File: config.mk
export PLATFORM = sky130hd
export DESIGN_NAME = pair_pwm
export DESIGN_NICKNAME = d
export VERILOG_FILES = /design/src/rtl/pair_pwm_pkg.sv /design/src/rtl/ppwm_counter.sv /design/src/rtl/ppwm_compare.sv /design/src/rtl/ppwm_flag.sv /design/src/rtl/ppwm_outgen.sv /design/src/rtl/pair_pwm.sv
export SDC_FILE = /design/constraint.sdc
export NUM_CORES = 1
export LEC_CHECK = 0
export BUFFER_PORTS_ARGS = -buffer_cell sky130_fd_sc_hd__clkbuf_2
export CAP_MARGIN = 20
export CORE_ASPECT_RATIO = 0.8
export CORE_MARGIN = 1.5
export CORE_UTILIZATION = 45
export CTS_BUF_LIST = sky130_fd_sc_hd__clkbuf_4 sky130_fd_sc_hd__clkbuf_8 sky130_fd_sc_hd__clkbuf_16
export CTS_CLUSTER_SIZE = 10
export DETAILED_ROUTE_END_ITERATION = 6
export PLACE_DENSITY = 0.77
export RECOVER_POWER = 25
export SYNTH_ARGS = -nofsm -noshare
export SYNTH_HDL_FRONTEND = slang
export SYNTH_SLANG_ARGS = --single-unit
File: constraint.sdc
create_clock -name clk -period 0.8 [get_ports clk]
set_input_delay 0.04 -clock clk [delete_from_list [all_inputs] [get_ports clk]]
set_output_delay 0.04 -clock clk [all_outputs]
set_load 0.01 [all_outputs]
File: src/rtl/pair_pwm_pkg.sv
package pair_pwm_pkg;
  localparam int unsigned CNT_W_DEF = 16;
  localparam int unsigned N_REF     = 3;
  localparam int unsigned N_CH      = 2;

  // bit order is the priority order: later bits win
  typedef struct packed {
    logic odd;
    logic even;
    logic start;
  } hit_t;

  function automatic logic pin_level(logic pb, logic pa, logic pulse);
    return (pb | pa) & (pulse ^ pa);
  endfunction
endpackage

File: src/rtl/ppwm_counter.sv
module ppwm_counter #(
  parameter int unsigned W = 16
) (
  input  logic         clk,
  input  logic         rst_n,
  input  logic         tick_en,
  input  logic [W-1:0] init_val,
  input  logic [W-1:0] mod_val,
  output logic [W-1:0] cnt_q
);
  logic [W-1:0] cnt_d;

  always_comb begin
    if (cnt_q >= mod_val) cnt_d = init_val;
    else                  cnt_d = cnt_q + W'(1);
  end

  always_ff @(posedge clk or negedge rst_n) begin
    if (!rst_n)       cnt_q <= '0;
    else if (tick_en) cnt_q <= cnt_d;
  end
endmodule

File: src/rtl/ppwm_compare.sv
module ppwm_compare #(
  parameter int unsigned W = 16
) (
  input  logic         en,
  input  logic [W-1:0] cnt,
  input  logic [W-1:0] ref_val,
  output logic         hit
);
  assign hit = en & (cnt == ref_val);
endmodule

File: src/rtl/ppwm_flag.sv
module ppwm_flag (
  input  logic clk,
  input  logic rst_n,
  input  logic set,
  input  logic clr,
  input  logic ie,
  output logic flag_q,
  output logic irq
);
  logic flag_d;

  always_comb flag_d = set | (flag_q & ~clr);

  always_ff @(posedge clk or negedge rst_n) begin
    if (!rst_n) flag_q <= 1'b0;
    else        flag_q <= flag_d;
  end

  assign irq = flag_q & ie;
endmodule

File: src/rtl/ppwm_outgen.sv
module ppwm_outgen
  import pair_pwm_pkg::*;
(
  input  logic clk,
  input  logic rst_n,
  input  hit_t hits,
  input  logic pol_b,
  input  logic pol_a,
  output logic pulse_q,
  output logic pin
);
  logic pulse_d;
  logic upd;

  always_comb begin
    upd     = hits.start | hits.even | hits.odd;
    pulse_d = pulse_q;
    if (hits.start) pulse_d = 1'b0;
    if (hits.even)  pulse_d = 1'b1;
    if (hits.odd)   pulse_d = 1'b0;
  end

  always_ff @(posedge clk or negedge rst_n) begin
    if (!rst_n)   pulse_q <= 1'b0;
    else if (upd) pulse_q <= pulse_d;
  end

  assign pin = pin_level(pol_b, pol_a, pulse_q);
endmodule

File: src/rtl/pair_pwm.sv
module pair_pwm
  import pair_pwm_pkg::*;
#(
  parameter int unsigned W = CNT_W_DEF
) (
  input  logic         clk,
  input  logic         rst_n,
  input  logic         tick_en,
  input  logic         ext_en,
  input  logic         dcap_en,
  input  logic         pair_en,
  input  logic         center_en,
  input  logic         pol_b,
  input  logic         pol_a,
  input  logic [1:0]   odd_pol,
  input  logic [W-1:0] init_val,
  input  logic [W-1:0] mod_val,
  input  logic [W-1:0] cmp_even,
  input  logic [W-1:0] cmp_odd,
  input  logic         ie_even,
  input  logic         ie_odd,
  input  logic         clr_even,
  input  logic         clr_odd,
  output logic         pwm_out,
  output logic         flag_even,
  output logic         flag_odd,
  output logic         irq_even,
  output logic         irq_odd
);
  localparam int unsigned RST_STAGES = 2;

  logic [RST_STAGES-1:0] rst_pipe;
  logic                  rst_ns;
  logic                  active;
  logic                  fire;
  logic [W-1:0]          cnt_q;
  logic [W-1:0]          ref_val [N_REF];
  logic [N_REF-1:0]      hit_vec;
  hit_t                  hits;
  logic [N_CH-1:0]       ch_set, ch_clr, ch_ie, ch_flag, ch_irq;
  logic                  pulse_q;
  logic                  unused_odd_pol;

  // reset: asserted asynchronously, released after RST_STAGES edges
  always_ff @(posedge clk or negedge rst_n) begin
    if (!rst_n) rst_pipe <= '0;
    else        rst_pipe <= {rst_pipe[RST_STAGES-2:0], 1'b1};
  end
  assign rst_ns = rst_pipe[RST_STAGES-1];

  assign unused_odd_pol = ^odd_pol;

  assign active = ext_en & ~dcap_en & pair_en & ~center_en;
  assign fire   = tick_en & active;

  ppwm_counter #(.W(W)) i_cnt (
    .clk      (clk),
    .rst_n    (rst_ns),
    .tick_en  (tick_en),
    .init_val (init_val),
    .mod_val  (mod_val),
    .cnt_q    (cnt_q)
  );

  assign ref_val[0] = init_val;
  assign ref_val[1] = cmp_even;
  assign ref_val[2] = cmp_odd;

  for (genvar g = 0; g < N_REF; g++) begin : g_cmp
    ppwm_compare #(.W(W)) i_cmp (
      .en      (fire),
      .cnt     (cnt_q),
      .ref_val (ref_val[g]),
      .hit     (hit_vec[g])
    );
  end
  assign hits = hit_t'(hit_vec);

  assign ch_set = {hits.odd, hits.even};
  assign ch_clr = {clr_odd, clr_even};
  assign ch_ie  = {ie_odd, ie_even};

  for (genvar c = 0; c < N_CH; c++) begin : g_ch
    ppwm_flag i_flag (
      .clk    (clk),
      .rst_n  (rst_ns),
      .set    (ch_set[c]),
      .clr    (ch_clr[c]),
      .ie     (ch_ie[c]),
      .flag_q (ch_flag[c]),
      .irq    (ch_irq[c])
    );
  end

  assign flag_even = ch_flag[0];
  assign flag_odd  = ch_flag[1];
  assign irq_even  = ch_irq[0];
  assign irq_odd   = ch_irq[1];

  ppwm_outgen i_out (
    .clk     (clk),
    .rst_n   (rst_ns),
    .hits    (hits),
    .pol_b   (pol_b),
    .pol_a   (pol_a),
    .pulse_q (pulse_q),
    .pin     (pwm_out)
  );
endmodule

==> impl.org, run 1 <==
** Status
- The run finished, with violations left.
- Violated checks :: setup timing

** Worst setup path
- Critical path type :: register to register
- CP Capture Type :: register
- Critical path, cell by cell :: ha_4 -> nand4_1 -> or4_4 -> o211ai_4 -> buf_12 -> mux2i_1 -> a22oi_1
- The endpoint identified for the worst register-to-register timing path is i_cnt.cnt_q[14]$_DFFE_PN0P_.
- On the critical path, the stage with the largest delay is an instance of sky130_fd_sc_hd__or4_4.
- Start of the worst register-to-register path :: i_cnt.cnt_q[10]$_DFFE_PN0P_
- Worst reg-to-reg path cell count :: 7
- Required time of the critical path :: 940 ps
- Start point of the critical path :: i_cnt.cnt_q[10]$_DFFE_PN0P_
- Of all nets on the critical path, the largest fanout is 13.
- Data arrival at the endpoint of the critical path :: 2390 ps
- In this run the register-to-register setup slack is -1450 ps.
- The kind of cell with the highest combined delay along the critical path is simple AND/OR/NAND/NOR gates.
- Capturing element of the worst setup path :: i_cnt.cnt_q[14]$_DFFE_PN0P_
- Critical path depth :: 7
- Together, buffers and inverters on the worst path number 1.
- Slowest Stage Delay on Critical Path :: 540 ps
- Startpoint kind of the worst setup timing path :: register

** Layout
- The finished layout holds 443 standard cells, fillers aside.
- Layout cell share with drive strength beyond 1 :: 39.9%
- Area Growth Syn to Fin :: 43.6%
- # diodes :: 0
- At the end of the flow, the number of nets in the layout was 480.

** STA
- Highest clock frequency the design can meet :: 0.445 GHz
- Slack of the critical path :: -1450 ps
- At the pin with the least slew margin, the transition time is 532 ps.
- The worst path uses 281% of the clock period.
- Final setup viols :: 24
- Slew Limit Fails :: 0
- Setup repair after global routing could not meet its margin everywhere.
- Number of hold violations in the final report :: 0
- Time the worst path needs with I/O delays and setup :: 2250 ps
- Final Skew :: 7.67 ps
- Max-slew headroom :: 64.6%

** Clock network
- Clock slew seen by the registers of the worst setup and hold paths :: 90 ps
- In this run the number of H-tree levels came out at 1.
- Insertion delay to the later sink of the worst-skew pair :: 280 ps
- Largest buffer count on any clock path :: 2
- TritonCTS built the clock tree.
- The tree is rooted in a sky130_fd_sc_hd__clkbuf_8.
- TritonCTS Buffers :: 3
- Number of sinks handled by clock tree synthesis :: 21

** Place
- Half-perimeter wire length after placement :: 5290 um
- Including well taps, the total number of placed cells is 430.
- Routability-driven placement finished with a final weighted congestion of 0.862.
- Number of port buffers :: 81

** Synth
- Yosys printed 0 warnings.
- Averaged over all synthesized cells, the footprint is 8.35 um2.
- In this run the cell area of the synthesized design comes to 0.00225 mm2.
- For this run, the leading register cell type out of synthesis is sky130_fd_sc_hd__dfrtp_1.
- Post-synth cell types :: 39
- Summing the sequential cell areas from Yosys gives 23.4% of the chip area.
- Synthesis produced a netlist with a net count of 365.
- For this run, asynchronously set or reset flops after synthesis account for 100%.
- Yosys mapped a number of flops with a built-in enable equal to 0.
- Total of flip-flops plus latches after synthesis :: 21
- Synthesized instance count :: 269

** Floorplanning
- Vertical extent of the die :: 66.2 um
- The die covers 0.00543 mm2.
- Initial Utilization :: 48.0%
- The die is 82.0 um wide.
- Number of placed I/O pins :: 84
- Std-Cell Core Area :: 0.00468 mm2
- The floorplan has 22 rows.

** Power and ir drop
- After layout, the design draws a total of 0.00995 W.
- Areal power density over the cells :: 3080 mW/mm2
- The analysis attributes to cell leakage a power of 1.66 nW.
- Register share of total power :: 18.3%
- The analysis attributes to net switching a power of 0.00442 W.
- Net switching fraction of the power :: 44.5%
- In this run, the clock network consumes 7.6% of the power.
- Pint :: 0.00552 W
- The worst-case IR drop observed on VDD is 1.49 mV.
- Of the total power, combinational logic draws 74.0%.

** Global routing
- Global-route total usage across every layer :: 26.6%
- Number of global-route vias before repair :: 2364
- Wire length of the first global-routing pass :: 10800 um
- Entering global routing, the biggest net connects 34 pins.
- Global route total overflow :: 0
- Number of antenna violations at the first check in global routing :: 0

** Routing
- Post-DR wirelength/cell :: 15.5 um
- DRT antenna net count :: 0
- Routed WL :: 6870 um
- DRC violations left :: 0
- Number of vias after detailed routing :: 2381
- The detailed router finished its first iteration with 175 violations.
- Before antenna repair, the detailed router went through 5 iterations.
- Vias per cell :: 5.37

** Run
- Max-cap check violation count :: 0

** Hold path
- The worst hold path belongs to the class primary input to register.
==> metal layers <==
metal  global-route usage (%)  up-vias  wire (um)
met5                        0        -          0
met1                     34.8     1110       2880
met2                     44.5      103       3380
met4                     7.42        0        121
li1                         -     1151          -
met3                     4.97       17        489
==> state kept, by name (all words and copies together), names as in the netlist <==
signal	flops
g_ch.i_flag.flag_q	2
i_cnt.cnt_q	16
i_out.pulse_q	1
rst_pipe	2
==> worst min-delay path by stage <==
| stage | endpoint | startpoint | cells past startpoint | slack [ps] |
|---|---|---|---|---|
| floorplan | rst_pipe[0]$_DFF_PN0_ | rst_n | 0 | -260 |
| global placement | rst_pipe[0]$_DFF_PN0_ | rst_n | 1 | -170 |
| detailed placement | rst_pipe[0]$_DFF_PN0_ | rst_n | 1 | -170 |
| CTS | g_ch[1].i_flag.flag_q$_DFF_PN0_ | clr_odd | 3 | 20 |
| global route | g_ch[1].i_flag.flag_q$_DFF_PN0_ | clr_odd | 3 | 50 |
| finish | g_ch[1].i_flag.flag_q$_DFF_PN0_ | clr_odd | 3 | 20 |
==> cell usage after synthesis, types with 3 or more instances <==
master / number / area, um2
sky130_fd_sc_hd__a21oi_1: 7 / 35.0
sky130_fd_sc_hd__a22oi_1: 14 / 105
sky130_fd_sc_hd__and3_1: 4 / 25.0
sky130_fd_sc_hd__buf_2: 7 / 35.0
sky130_fd_sc_hd__buf_4: 4 / 30.0
sky130_fd_sc_hd__buf_6: 3 / 33.8
sky130_fd_sc_hd__clkbuf_1: 7 / 26.3
sky130_fd_sc_hd__dfrtp_1: 21 / 526
sky130_fd_sc_hd__ha_1: 17 / 213
sky130_fd_sc_hd__inv_1: 32 / 120
sky130_fd_sc_hd__mux2i_1: 16 / 160
sky130_fd_sc_hd__nand2_1: 12 / 45.0
sky130_fd_sc_hd__nand3_1: 6 / 30.0
sky130_fd_sc_hd__nand4_1: 10 / 62.6
sky130_fd_sc_hd__nor2_1: 6 / 22.5
sky130_fd_sc_hd__nor3_1: 5 / 25.0
sky130_fd_sc_hd__nor4_1: 11 / 68.8
sky130_fd_sc_hd__o21ai_0: 14 / 70.1
sky130_fd_sc_hd__xnor2_1: 12 / 105
sky130_fd_sc_hd__xor2_1: 36 / 315
==> area by class of cell <==
cell class              count  area (um2)
fillers                   375        1460
flip-flops and latches     21         527
well taps                  60        75.1
multi-input cells         194        1580
clock inverters             1        5.00
clock buffers               3        41.3
repair buffers            132         872
inverters                  32         120
==> power groups by stage <==
stage	Clock, W	Sequential, W	Combinational (W)
final	0.000759	0.00182	0.00736
after global placement	0	0.00178	0.00614
after detailed placement	0	0.00179	0.00635
after global routing	0.000810	0.00187	0.00806
after CTS	0.000755	0.00181	0.00700
after floorplan	0	0.00174	0.00456
==> kinds of logic (layout without fill, tap and decap cells) <==
logic type               after synthesis  count (layout)  synth area share (%)
AND/OR/NAND/NOR                       64              64                  15.8
buffers and inverters                 54             168                  11.4
AO/OA/AOI/OAI                         48              48                  14.0
XOR/XNOR                              48              48                  18.7
flip-flops                            21              21                  23.4
adder cells (fa/ha/maj)               17              17                  9.47
multiplexers                          16              16                  7.13
other                                  1               1                 0.167
==> repair_timing <==
item                                   4_1_cts  5_1_grt
hold buffers                                 2        0
buffers inserted                             7        3
endpoints found under the hold margin        3        0
gates resized for setup                     17       19
setup endpoints to repair                   24       24
pin swaps                                   12       15
cloned                                       1        0
==> per-stage QoR <==
| step | hold slack [ps] | worst slack [ps] | util [%] | area [um2] | TNS, ps |
|---|---|---|---|---|---|
| global route | 46.4 | -1540 | 68.9 | 3220 | -27660 |
| global placement | -173 | -1370 | 62.8 | 2940 | -24060 |
| detailed placement | -170 | -1450 | 62.8 | 2940 | -25130 |
| finish | 21.7 | -1450 | 68.9 | 3220 | -25950 |
| CTS | 23.4 | -1430 | 67.1 | 3140 | -25590 |
| floorplan | -256 | -1340 | - | 2330 | -22520 |
==> cells in the final DEF (no fill, tap or decap), types with 4 or more instances in the layout <==
master	count
sky130_fd_sc_hd__xor2_1	34
sky130_fd_sc_hd__a22oi_1	14
sky130_fd_sc_hd__buf_6	12
sky130_fd_sc_hd__nand3_1	6
sky130_fd_sc_hd__nor4_1	6
sky130_fd_sc_hd__o21ai_1	4
sky130_fd_sc_hd__nand2_1	12
sky130_fd_sc_hd__dfrtp_1	20
sky130_fd_sc_hd__and3_1	4
sky130_fd_sc_hd__mux2i_1	16
sky130_fd_sc_hd__xnor2_1	11
sky130_fd_sc_hd__buf_4	36
sky130_fd_sc_hd__inv_1	31
sky130_fd_sc_hd__clkbuf_2	76
sky130_fd_sc_hd__nor2_1	6
sky130_fd_sc_hd__o21ai_0	12
sky130_fd_sc_hd__nor4_2	5
sky130_fd_sc_hd__nand4_1	10
sky130_fd_sc_hd__ha_1	15
sky130_fd_sc_hd__a21oi_1	6
sky130_fd_sc_hd__nor3_1	4
==> worst register-to-register path, delay by kind of cell (launching register included) <==
| kind | cells | cell delay [ps] |
|---|---|---|
| compound gates | 2 | 350 |
| buf+inv | 1 | 190 |
| mux | 1 | 210 |
| fa+ha+maj | 1 | 280 |
| simple gates | 2 | 660 |
| flops | 1 | 420 |
(Power assumes the default switching activity.)
==> inputs of run 2 (changes only) <==
--- a/config.mk
+++ b/config.mk
@@ -7,13 +7,14 @@
 export LEC_CHECK = 0
 export BUFFER_PORTS_ARGS = -buffer_cell sky130_fd_sc_hd__clkbuf_2
 export CAP_MARGIN = 20
+export CELL_PAD_IN_SITES_DETAIL_PLACEMENT = 0
+export CELL_PAD_IN_SITES_GLOBAL_PLACEMENT = 1
 export CORE_ASPECT_RATIO = 0.8
-export CORE_MARGIN = 1.5
-export CORE_UTILIZATION = 45
+export CORE_UTILIZATION = 32
 export CTS_BUF_LIST = sky130_fd_sc_hd__clkbuf_4 sky130_fd_sc_hd__clkbuf_8 sky130_fd_sc_hd__clkbuf_16
 export CTS_CLUSTER_SIZE = 10
 export DETAILED_ROUTE_END_ITERATION = 6
-export PLACE_DENSITY = 0.77
+export PLACE_DENSITY_LB_ADDON = 0.1
 export RECOVER_POWER = 25
 export SYNTH_ARGS = -nofsm -noshare
 export SYNTH_HDL_FRONTEND = slang
==> run 2 against run 1 <==
The flow still finishes with violations (setup timing). Hold slack got worse by 12 ps. Final cell count rose by 7.0%. Sequential share of layout area fell by 0.15 points. First-iteration DRC count fell by 50%. Maximum frequency barely moved. Count of clock-buffer cells in the layout rose by 1. Flip-flop and latch count did not move. Critical path type unchanged. Largest power group unchanged. Highest routed layer unchanged.
==> impl.org, run 2 (same netlist as run 1, synthesis figures left out) <==
** Status
- Run status :: finished with violations (unchanged)
- Violated checks: setup timing (unchanged).

** STA
- Final Skew :: 2.83 ps (was 7.67 ps)
- Number of hold violations in the final report :: 0 (unchanged)
- Slew Limit Fails :: 0 (unchanged)
- The tightest slew margin relative to the limit is 65.5% (was 64.6%).
- The setup-violating endpoint count in the final report is 24 (unchanged).
- The maximum clock frequency came to 0.445 GHz (about the same).
- Setup TNS after final layout :: -25580 ps (was -25950 ps)
- RSZ-0062 raised after global routing :: true (unchanged)
- The post-route fraction of the period consumed by the critical path came to 281% (about the same).
- Slack of the critical path :: -1450 ps (about the same)
- Slew at the pin with the worst max-slew slack :: 518 ps (was 532 ps)
- Time the worst path needs with I/O delays and setup :: 2250 ps (about the same)

** Floorplanning
- Number of placed I/O pins :: 84 (unchanged)
- The die area came to 0.00736 mm2 (was 0.00543 mm2).
- The height of the chip is 76.9 um (was 66.2 um).
- The starting density of the core was 34.2% (was 48.0%).
- Std-Cell Core Area :: 0.00657 mm2 (was 0.00468 mm2)
- The number of placement rows is 26 (was 22).
- Die outline width :: 95.7 um (was 82.0 um)

** Clock network
- The clock buffer count from CTS is 3 (unchanged).
- Clock tree from TritonCTS :: yes (unchanged)
- The clock transition at the registers of the reported paths was 90 ps (about the same).
- The buffer levels on the longest clock path came to 2 (unchanged).
- The total clock sinks is 21 (unchanged).
- The later-pin clock latency in the skew report is 280 ps (about the same).
- The buffer cell driving the clock tree root is sky130_fd_sc_hd__clkbuf_8 (unchanged).
- Count of H-tree levels built during CTS :: 1 (unchanged)

** Routing
- The post-route antenna net violation count was 0 (unchanged).
- Routed WL :: 7250 um (was 6870 um)
- DRC violations left :: 0 (unchanged)
- The via-per-instance ratio came to 4.79 (was 5.37).
- First-iteration detailed-routing DRC count :: 87 (was 175)
- The length of the first detailed-routing pass in iterations is 4 (was 5).
- Number of vias after detailed routing :: 2269 (was 2381)
- The detailed-route wire length per cell came to 15.3 um (was 15.5 um).

** Worst setup path
- Critical path type :: register to register (unchanged)
- The master of the slowest instance on the critical path was sky130_fd_sc_hd__or4_4 (unchanged).
- Start point of the critical path :: i_cnt.cnt_q[10]$_DFFE_PN0P_ (unchanged)
- Capturing element of the worst setup path :: i_cnt.cnt_q[4]$_DFFE_PN0P_ (was i_cnt.cnt_q[14]$_DFFE_PN0P_)
- Slowest Stage Delay on Critical Path :: 550 ps (was 540 ps)
- Critical path, cell by cell: ha_4 -> nand4_1 -> or4_4 -> o211ai_4 -> buf_12 -> mux2i_1 -> a22oi_1 (unchanged).
- The slack of the worst reg-to-reg path is -1450 ps (about the same).
- Startpoint kind of the worst setup timing path :: register (unchanged)
- Terminus of the critical flop-to-flop path :: i_cnt.cnt_q[4]$_DFFE_PN0P_ (was i_cnt.cnt_q[14]$_DFFE_PN0P_)
- Worst reg-to-reg path cell count :: 7 (unchanged)
- Maximum fanout count along the critical path :: 16 (was 13)
- The critical path arrival came to 2390 ps (about the same).
- Start of the worst register-to-register path :: i_cnt.cnt_q[10]$_DFFE_PN0P_ (unchanged)
- The data required time of the worst path was 950 ps (was 940 ps).
- CP Capture Type :: register (unchanged)

** Layout
- Biggest registers after layout :: i_cnt.cnt_q x16, g_ch.i_flag.flag_q x2, rst_pipe x2 (unchanged)
- Area Growth Syn to Fin :: 44.6% (was 43.6%)
- The share of layout cells above drive strength 1 was 39.5% (was 39.9%).
- Combined area of the multi-input logic cells :: 0.00154 mm2 (was 0.00158 mm2)
- Commonest non-fill, non-tap cells in the layout :: 77 x sky130_fd_sc_hd__clkbuf_2, 46 x sky130_fd_sc_hd__buf_4, 36 x sky130_fd_sc_hd__xor2_1 (was 76 x sky130_fd_sc_hd__clkbuf_2, 36 x sky130_fd_sc_hd__buf_4, 34 x sky130_fd_sc_hd__xor2_1)
- Area of all sequential standard cells :: 526 um2 (was 527 um2)
- Number of fill cells :: 664 (was 375)
- The most common cell after layout, fill and taps aside is sky130_fd_sc_hd__clkbuf_2 (unchanged).
- Number of flip-flops in the largest register :: 16 (unchanged)
- Final Net Count :: 487 (was 480)
- The final standard cell area without fillers was 0.00325 mm2 (was 0.00322 mm2).
- The number of inserted diodes came to 0 (unchanged).
- Reg with most FFs :: i_cnt.cnt_q (unchanged)

** Power and ir drop
- The internal power of the cells is 0.00545 W (was 0.00552 W).
- Clock Power Share :: 8.5% (was 7.6%)
- The post-layout total power came to 0.00980 W (was 0.00995 W).
- The power per standard cell area was 3020 mW/mm2 (was 3080 mW/mm2).
- Largest vdd supply drop :: 1.35 mV (was 1.49 mV)
- Register share of total power :: 18.1% (was 18.3%)
- The combinational fraction of design power was 73.4% (was 74.0%).
- The switching power as a share of total power is 44.4% (was 44.5%).
- The leakage component of the power came to 1.68 nW (was 1.66 nW).
- The total net switching power came to 0.00435 W (was 0.00442 W).

** Place
- The HPWL after detailed placement came to 5700 um (was 5290 um).
- The number of input and output port buffers inserted was 81 (unchanged).
- RD Place Congestion :: 0.803 (was 0.862)
- Instance area at placement :: 0.00304 mm2 (was 0.00294 mm2)

** Global routing
- The sum of overflow across all layers after global routing was 0 (unchanged).
- Wire length of the first global-routing pass :: 11600 um (was 10800 um)
- Number of global-route vias before repair :: 2319 (was 2364)
- Number of antenna violations at the first check in global routing :: 0 (unchanged)
- Largest net degree at the start of global routing :: 34 (unchanged)
- Global-route total usage across every layer :: 20.7% (was 26.6%)

** Run
- Max-cap check violation count :: 0 (unchanged)

** Hold path
- The worst hold-check path type is primary input to register (unchanged).
==> run 2: layout make-up <==
type / instances / area share [%]
Tap cell: 84 / 3.24
Inverter: 32 / 3.70
Timing Repair Buffer: 139 / 27.9
Sequential cell: 21 / 16.2
Clock buffer: 4 / 1.50
Multi-Input combinational cell: 194 / 47.5
==> run 2: routing by layer <==
layer  GRT usage (%)  routed length [um]
met1            30.5                3620
met2            32.1                3200
met3            3.17                 402
met4            2.84                  29
met5               0                   0
==> run 2: how the worst min path moves through the flow <==
stage             from                              end  cells after the start
6_report       clr_odd  g_ch[1].i_flag.flag_q$_DFF_PN0_                      3
5_1_grt        clr_odd  g_ch[1].i_flag.flag_q$_DFF_PN0_                      3
3_3_place_gp     rst_n            rst_pipe[0]$_DFF_PN0_                      1
2_1_floorplan    rst_n            rst_pipe[0]$_DFF_PN0_                      0
3_5_place_dp     rst_n            rst_pipe[0]$_DFF_PN0_                      1
4_1_cts        clr_odd  g_ch[1].i_flag.flag_q$_DFF_PN0_                      3
==> run 2: power by group through the flow <==
stage,Sequential (W),Clock (W),Combinational (W)
4_1_cts,0.00179,0.000837,0.00721
6_report,0.00178,0.000831,0.00719
2_1_floorplan,0.00174,0,0.00456
3_3_place_gp,0.00177,0,0.00646
3_5_place_dp,0.00178,0,0.00655
5_1_grt,0.00183,0.000896,0.00790
==> run 2: critical path, delay by kind of cell, from the launching register on <==
family / cells / cell delay (ps)
and+or+nand+nor: 2 / 670
DFF: 1 / 420
adders and majority gates: 1 / 280
AOI/OAI and AO/OA: 2 / 330
buffers and inverters: 1 / 200
muxes: 1 / 210
==> run 2: repair_timing <==
| item | CTS | global route |
|---|---|---|
| endpoints found under the hold margin | 3 | 0 |
| buffers inserted | 5 | 3 |
| gates resized for setup | 14 | 12 |
| hold buffers | 2 | 0 |
| pin swaps | 9 | 7 |
| gates cloned | 1 | 0 |
| setup endpoints to repair | 24 | 24 |
==> run 2: stage by stage <==
| stage | instances | hold WS, ps | util, % | worst slack, ps |
|---|---|---|---|---|
| 6_report | 474 | 10.2 | 49.4 | -1450 |
| 5_1_grt | 474 | 19.5 | 49.4 | -1560 |
| 2_1_floorplan | 269 | -256 | - | -1340 |
| 3_5_place_dp | 462 | -170 | 46.2 | -1460 |
| 4_1_cts | 473 | 15.7 | 49.2 | -1420 |
| 3_3_place_gp | 462 | -173 | 46.2 | -1390 |
==> inputs of run 3 (changes only) <==
--- a/config.mk
+++ b/config.mk
@@ -9,8 +9,7 @@
 export CAP_MARGIN = 20
 export CELL_PAD_IN_SITES_DETAIL_PLACEMENT = 0
 export CELL_PAD_IN_SITES_GLOBAL_PLACEMENT = 1
-export CORE_ASPECT_RATIO = 0.8
-export CORE_UTILIZATION = 32
+export CORE_UTILIZATION = 39
 export CTS_BUF_LIST = sky130_fd_sc_hd__clkbuf_4 sky130_fd_sc_hd__clkbuf_8 sky130_fd_sc_hd__clkbuf_16
 export CTS_CLUSTER_SIZE = 10
 export DETAILED_ROUTE_END_ITERATION = 6
==> constraint.sdc (replaced) <==
create_clock -name clk -period 2.7 [get_ports clk]
set_input_delay 0.135 -clock clk [delete_from_list [all_inputs] [get_ports clk]]
set_output_delay 0.135 -clock clk [all_outputs]
set_load 0.01 [all_outputs]
==> run 3 against run 2 <==
The run now ends clean. Clock power decreased by 73%. Sequential share of layout area increased by 2.8 points. Global-route usage increased by 1.3 points. Clock skew increased by 2.1 ps. Largest power group unchanged.
==> impl.org, run 3 (same netlist as run 1, synthesis figures left out) <==
** Worst setup path
- Slowest Stage Delay on Critical Path :: 520 ps (was 550 ps)
- The largest delay contributor family on the critical path is compound AO/OA/AOI/OAI gates (was simple AND/OR/NAND/NOR gates).
- The data required time of the worst path came to 2830 ps (was 950 ps).
- The critical path arrival is 2510 ps (was 2390 ps).
- Critical path, cell by cell :: inv_1 -> ha_1 -> nand2b_1 -> a211o_1 -> a21oi_2 -> o211ai_2 -> buf_12 -> o21ai_0 -> a22oi_1 (was ha_4 -> nand4_1 -> or4_4 -> o211ai_4 -> buf_12 -> mux2i_1 -> a22oi_1)
- The critical path launch point type was a register (unchanged).
- Buf+Inv Stages, Crit Path :: 2 (was 1)
- The master of the slowest instance on the critical path is sky130_fd_sc_hd__dfrtp_1 (was sky130_fd_sc_hd__or4_4).
- The worst setup path category is register to register (unchanged).
- CP Capture Type :: register (unchanged)
- Maximum fanout count along the critical path :: 31 (was 16)

** Routing
- The violation count after the first detailed-route iteration was 104 (was 87).
- The detailed-route wire length per cell came to 14.6 um (was 15.3 um).
- DRC violations left :: 0 (unchanged)
- DRT antenna net count :: 0 (unchanged)
- Pre-Repair DR Iteration Count :: 4 (unchanged)
- Number of vias after detailed routing :: 2125 (was 2269)
- The total wirelength of the detailed-routed design came to 6090 um (was 7250 um).
- Vias per cell :: 5.08 (was 4.79)

** STA
- Final clock period utilization by the worst path :: 88.4% (was 281%)
- The final hold violation count came to 0 (unchanged).
- Final Skew :: 4.89 ps (was 2.83 ps)
- Final setup viols :: 0 (was 24)
- The final count of pins violating max slew is 0 (unchanged).
- Max-slew headroom :: 41.3% (was 65.5%)
- RSZ-0062 raised after global routing: false (was true).
- The accumulated negative setup slack came to 0 ps (was -25580 ps).
- The clock period minus worst slack was 2390 ps (was 2250 ps).
- The maximum clock frequency came to 0.419 GHz (was 0.445 GHz).
- Slew at the pin with the worst max-slew slack :: 881 ps (was 518 ps)

** Layout
- Number of fill cells :: 605 (was 664)
- The register with the highest flop count is i_cnt.cnt_q (unchanged).
- # diodes :: 0 (unchanged)
- The final standard cell area without fillers came to 0.00277 mm2 (was 0.00325 mm2).
- Biggest registers after layout :: i_cnt.cnt_q x16, g_ch.i_flag.flag_q x2, rst_pipe x2 (unchanged)
- Number of flip-flops in the largest register :: 16 (unchanged)
- The synthesis-to-layout area growth came to 23.2% (was 44.6%).
- Most frequent standard cell in the layout excluding fill and tap cells :: sky130_fd_sc_hd__clkbuf_2 (unchanged)
- Commonest non-fill, non-tap cells in the layout: 77 x sky130_fd_sc_hd__clkbuf_2, 36 x sky130_fd_sc_hd__xor2_1, 32 x sky130_fd_sc_hd__inv_1 (was 77 x sky130_fd_sc_hd__clkbuf_2, 46 x sky130_fd_sc_hd__buf_4, 36 x sky130_fd_sc_hd__xor2_1).
- The register area was 526 um2 (unchanged).
- The total number of nets in the final design came to 443 (was 487).
- Layout cell share with drive strength beyond 1 :: 28.6% (was 39.5%)
- Util after Layout :: 50.0% (was 49.4%)
- The multi-input logic area was 0.00147 mm2 (was 0.00154 mm2).

** Place
- The number of input and output port buffers inserted is 81 (unchanged).
- Half-perimeter wire length after placement :: 4930 um (was 5700 um)
- Instance area at placement :: 0.00272 mm2 (was 0.00304 mm2)
- The routability congestion estimate was 0.763 (was 0.803).

** Clock network
- Largest buffer count on any clock path :: 2 (unchanged)
- The total of cells resized after clock tree synthesis came to 0 (was 14).
- The clock buffer count from CTS came to 3 (unchanged).
- Clock tree from TritonCTS :: yes (unchanged)
- Count of H-tree levels built during CTS :: 1 (unchanged)
- The post-CTS setup-driven buffer insertion count is 0 (was 5).
- The clock transition at the registers of the reported paths was 90 ps (about the same).
- The total clock sinks came to 21 (unchanged).
- The later-pin clock latency in the skew report came to 270 ps (was 280 ps).
- The buffer cell driving the clock tree root is sky130_fd_sc_hd__clkbuf_8 (unchanged).

** Global routing
- Number of antenna violations at the first check in global routing :: 0 (unchanged)
- The sum of overflow across all layers after global routing is 0 (unchanged).
- Largest net degree at the start of global routing :: 35 (was 34)
- Number of global-route vias before repair :: 2066 (was 2319)
- Global-route total usage across every layer :: 21.9% (was 20.7%)
- The first-pass GRT wire length came to 10200 um (was 11600 um).

** Power and ir drop
- The worst voltage drop across the vdd grid is 0.490 mV (was 1.35 mV).
- The leakage component of the power was 1.42 nW (was 1.68 nW).
- The power per standard cell area is 862 mW/mm2 (was 3020 mW/mm2).

** Floorplanning
- Area of the die :: 0.00607 mm2 (was 0.00736 mm2)
- The number of top-level pins is 84 (unchanged).
- Vertical extent of the die :: 77.9 um (was 76.9 um)
- The width of the die came to 77.9 um (was 95.7 um).
- The area of the core came to 0.00554 mm2 (was 0.00657 mm2).
- Num rows :: 27 (was 26)
- The starting density of the core is 40.5% (was 34.2%).

** Run
- The max-capacitance violation count was 0 (unchanged).

** Hold path
- The worst hold-check path type is primary input to register (unchanged).

** Status
- Run status: finished clean (was finished with violations).
==> run 3: cell type report <==
type	instances	area share [%]
Timing Repair Buffer	95	18.8
Clock buffer	3	1.49
Clock inverter	1	0.181
Multi-Input combinational cell	194	52.9
Tap cell	72	3.25
Inverter	32	4.34
Sequential cell	21	19.0
==> run 3: repair_timing <==
action,CTS,global route
hold buffers,1,0
endpoints found under the setup margin,0,0
hold endpoints to repair,2,0
==> run 3: final timing paths <==
check	cells after the start	startpoint	endpoint	slack (ps)
max in group asynchronous	0	rst_pipe[1]$_DFF_PN0_	i_cnt.cnt_q[11]$_DFFE_PN0P_	1790
worst min register to register	0	rst_pipe[0]$_DFF_PN0_	rst_pipe[1]$_DFF_PN0_	360
min in group asynchronous	2	rst_n	rst_pipe[0]$_DFF_PN0_	160
worst min-delay path	2	clr_even	g_ch[0].i_flag.flag_q$_DFF_PN0_	40
worst max-delay path	9	i_cnt.cnt_q[0]$_DFFE_PN0P_	i_cnt.cnt_q[13]$_DFFE_PN0P_	310
worst max register to register	9	i_cnt.cnt_q[0]$_DFFE_PN0P_	i_cnt.cnt_q[13]$_DFFE_PN0P_	310
==> run 3: metrics by stage <==
step	cells	worst slack (ps)	hold slack, ps	power [W]
3_5_place_dp	413	332	-76.2	0.00217
5_1_grt	418	147	47.2	0.00263
4_1_cts	418	313	43.6	0.00241
2_1_floorplan	269	550	-161	0.00176
3_3_place_gp	413	329	-77.9	0.00215
6_report	418	314	42.6	0.00239
==> run 3: report_power, final <==
| part | switching [W] | total, W | internal (W) |
|---|---|---|---|
| clock network | 0.000124 | 0.000227 | 0.000103 |
| logic | 0.000857 | 0.00159 | 0.000738 |
| registers | 0.000132 | 0.000565 | 0.000433 |
==> run 3: per-layer routing <==
layer / up-vias / global-route usage [%] / wire length [um]
met2: 72 / 37.2 / 2770
met3: 9 / 3.18 / 402
met4: 0 / 5.85 / 85
met5: - / 0 / 0
met1: 966 / 28.9 / 2830
li1: 1078 / - / -
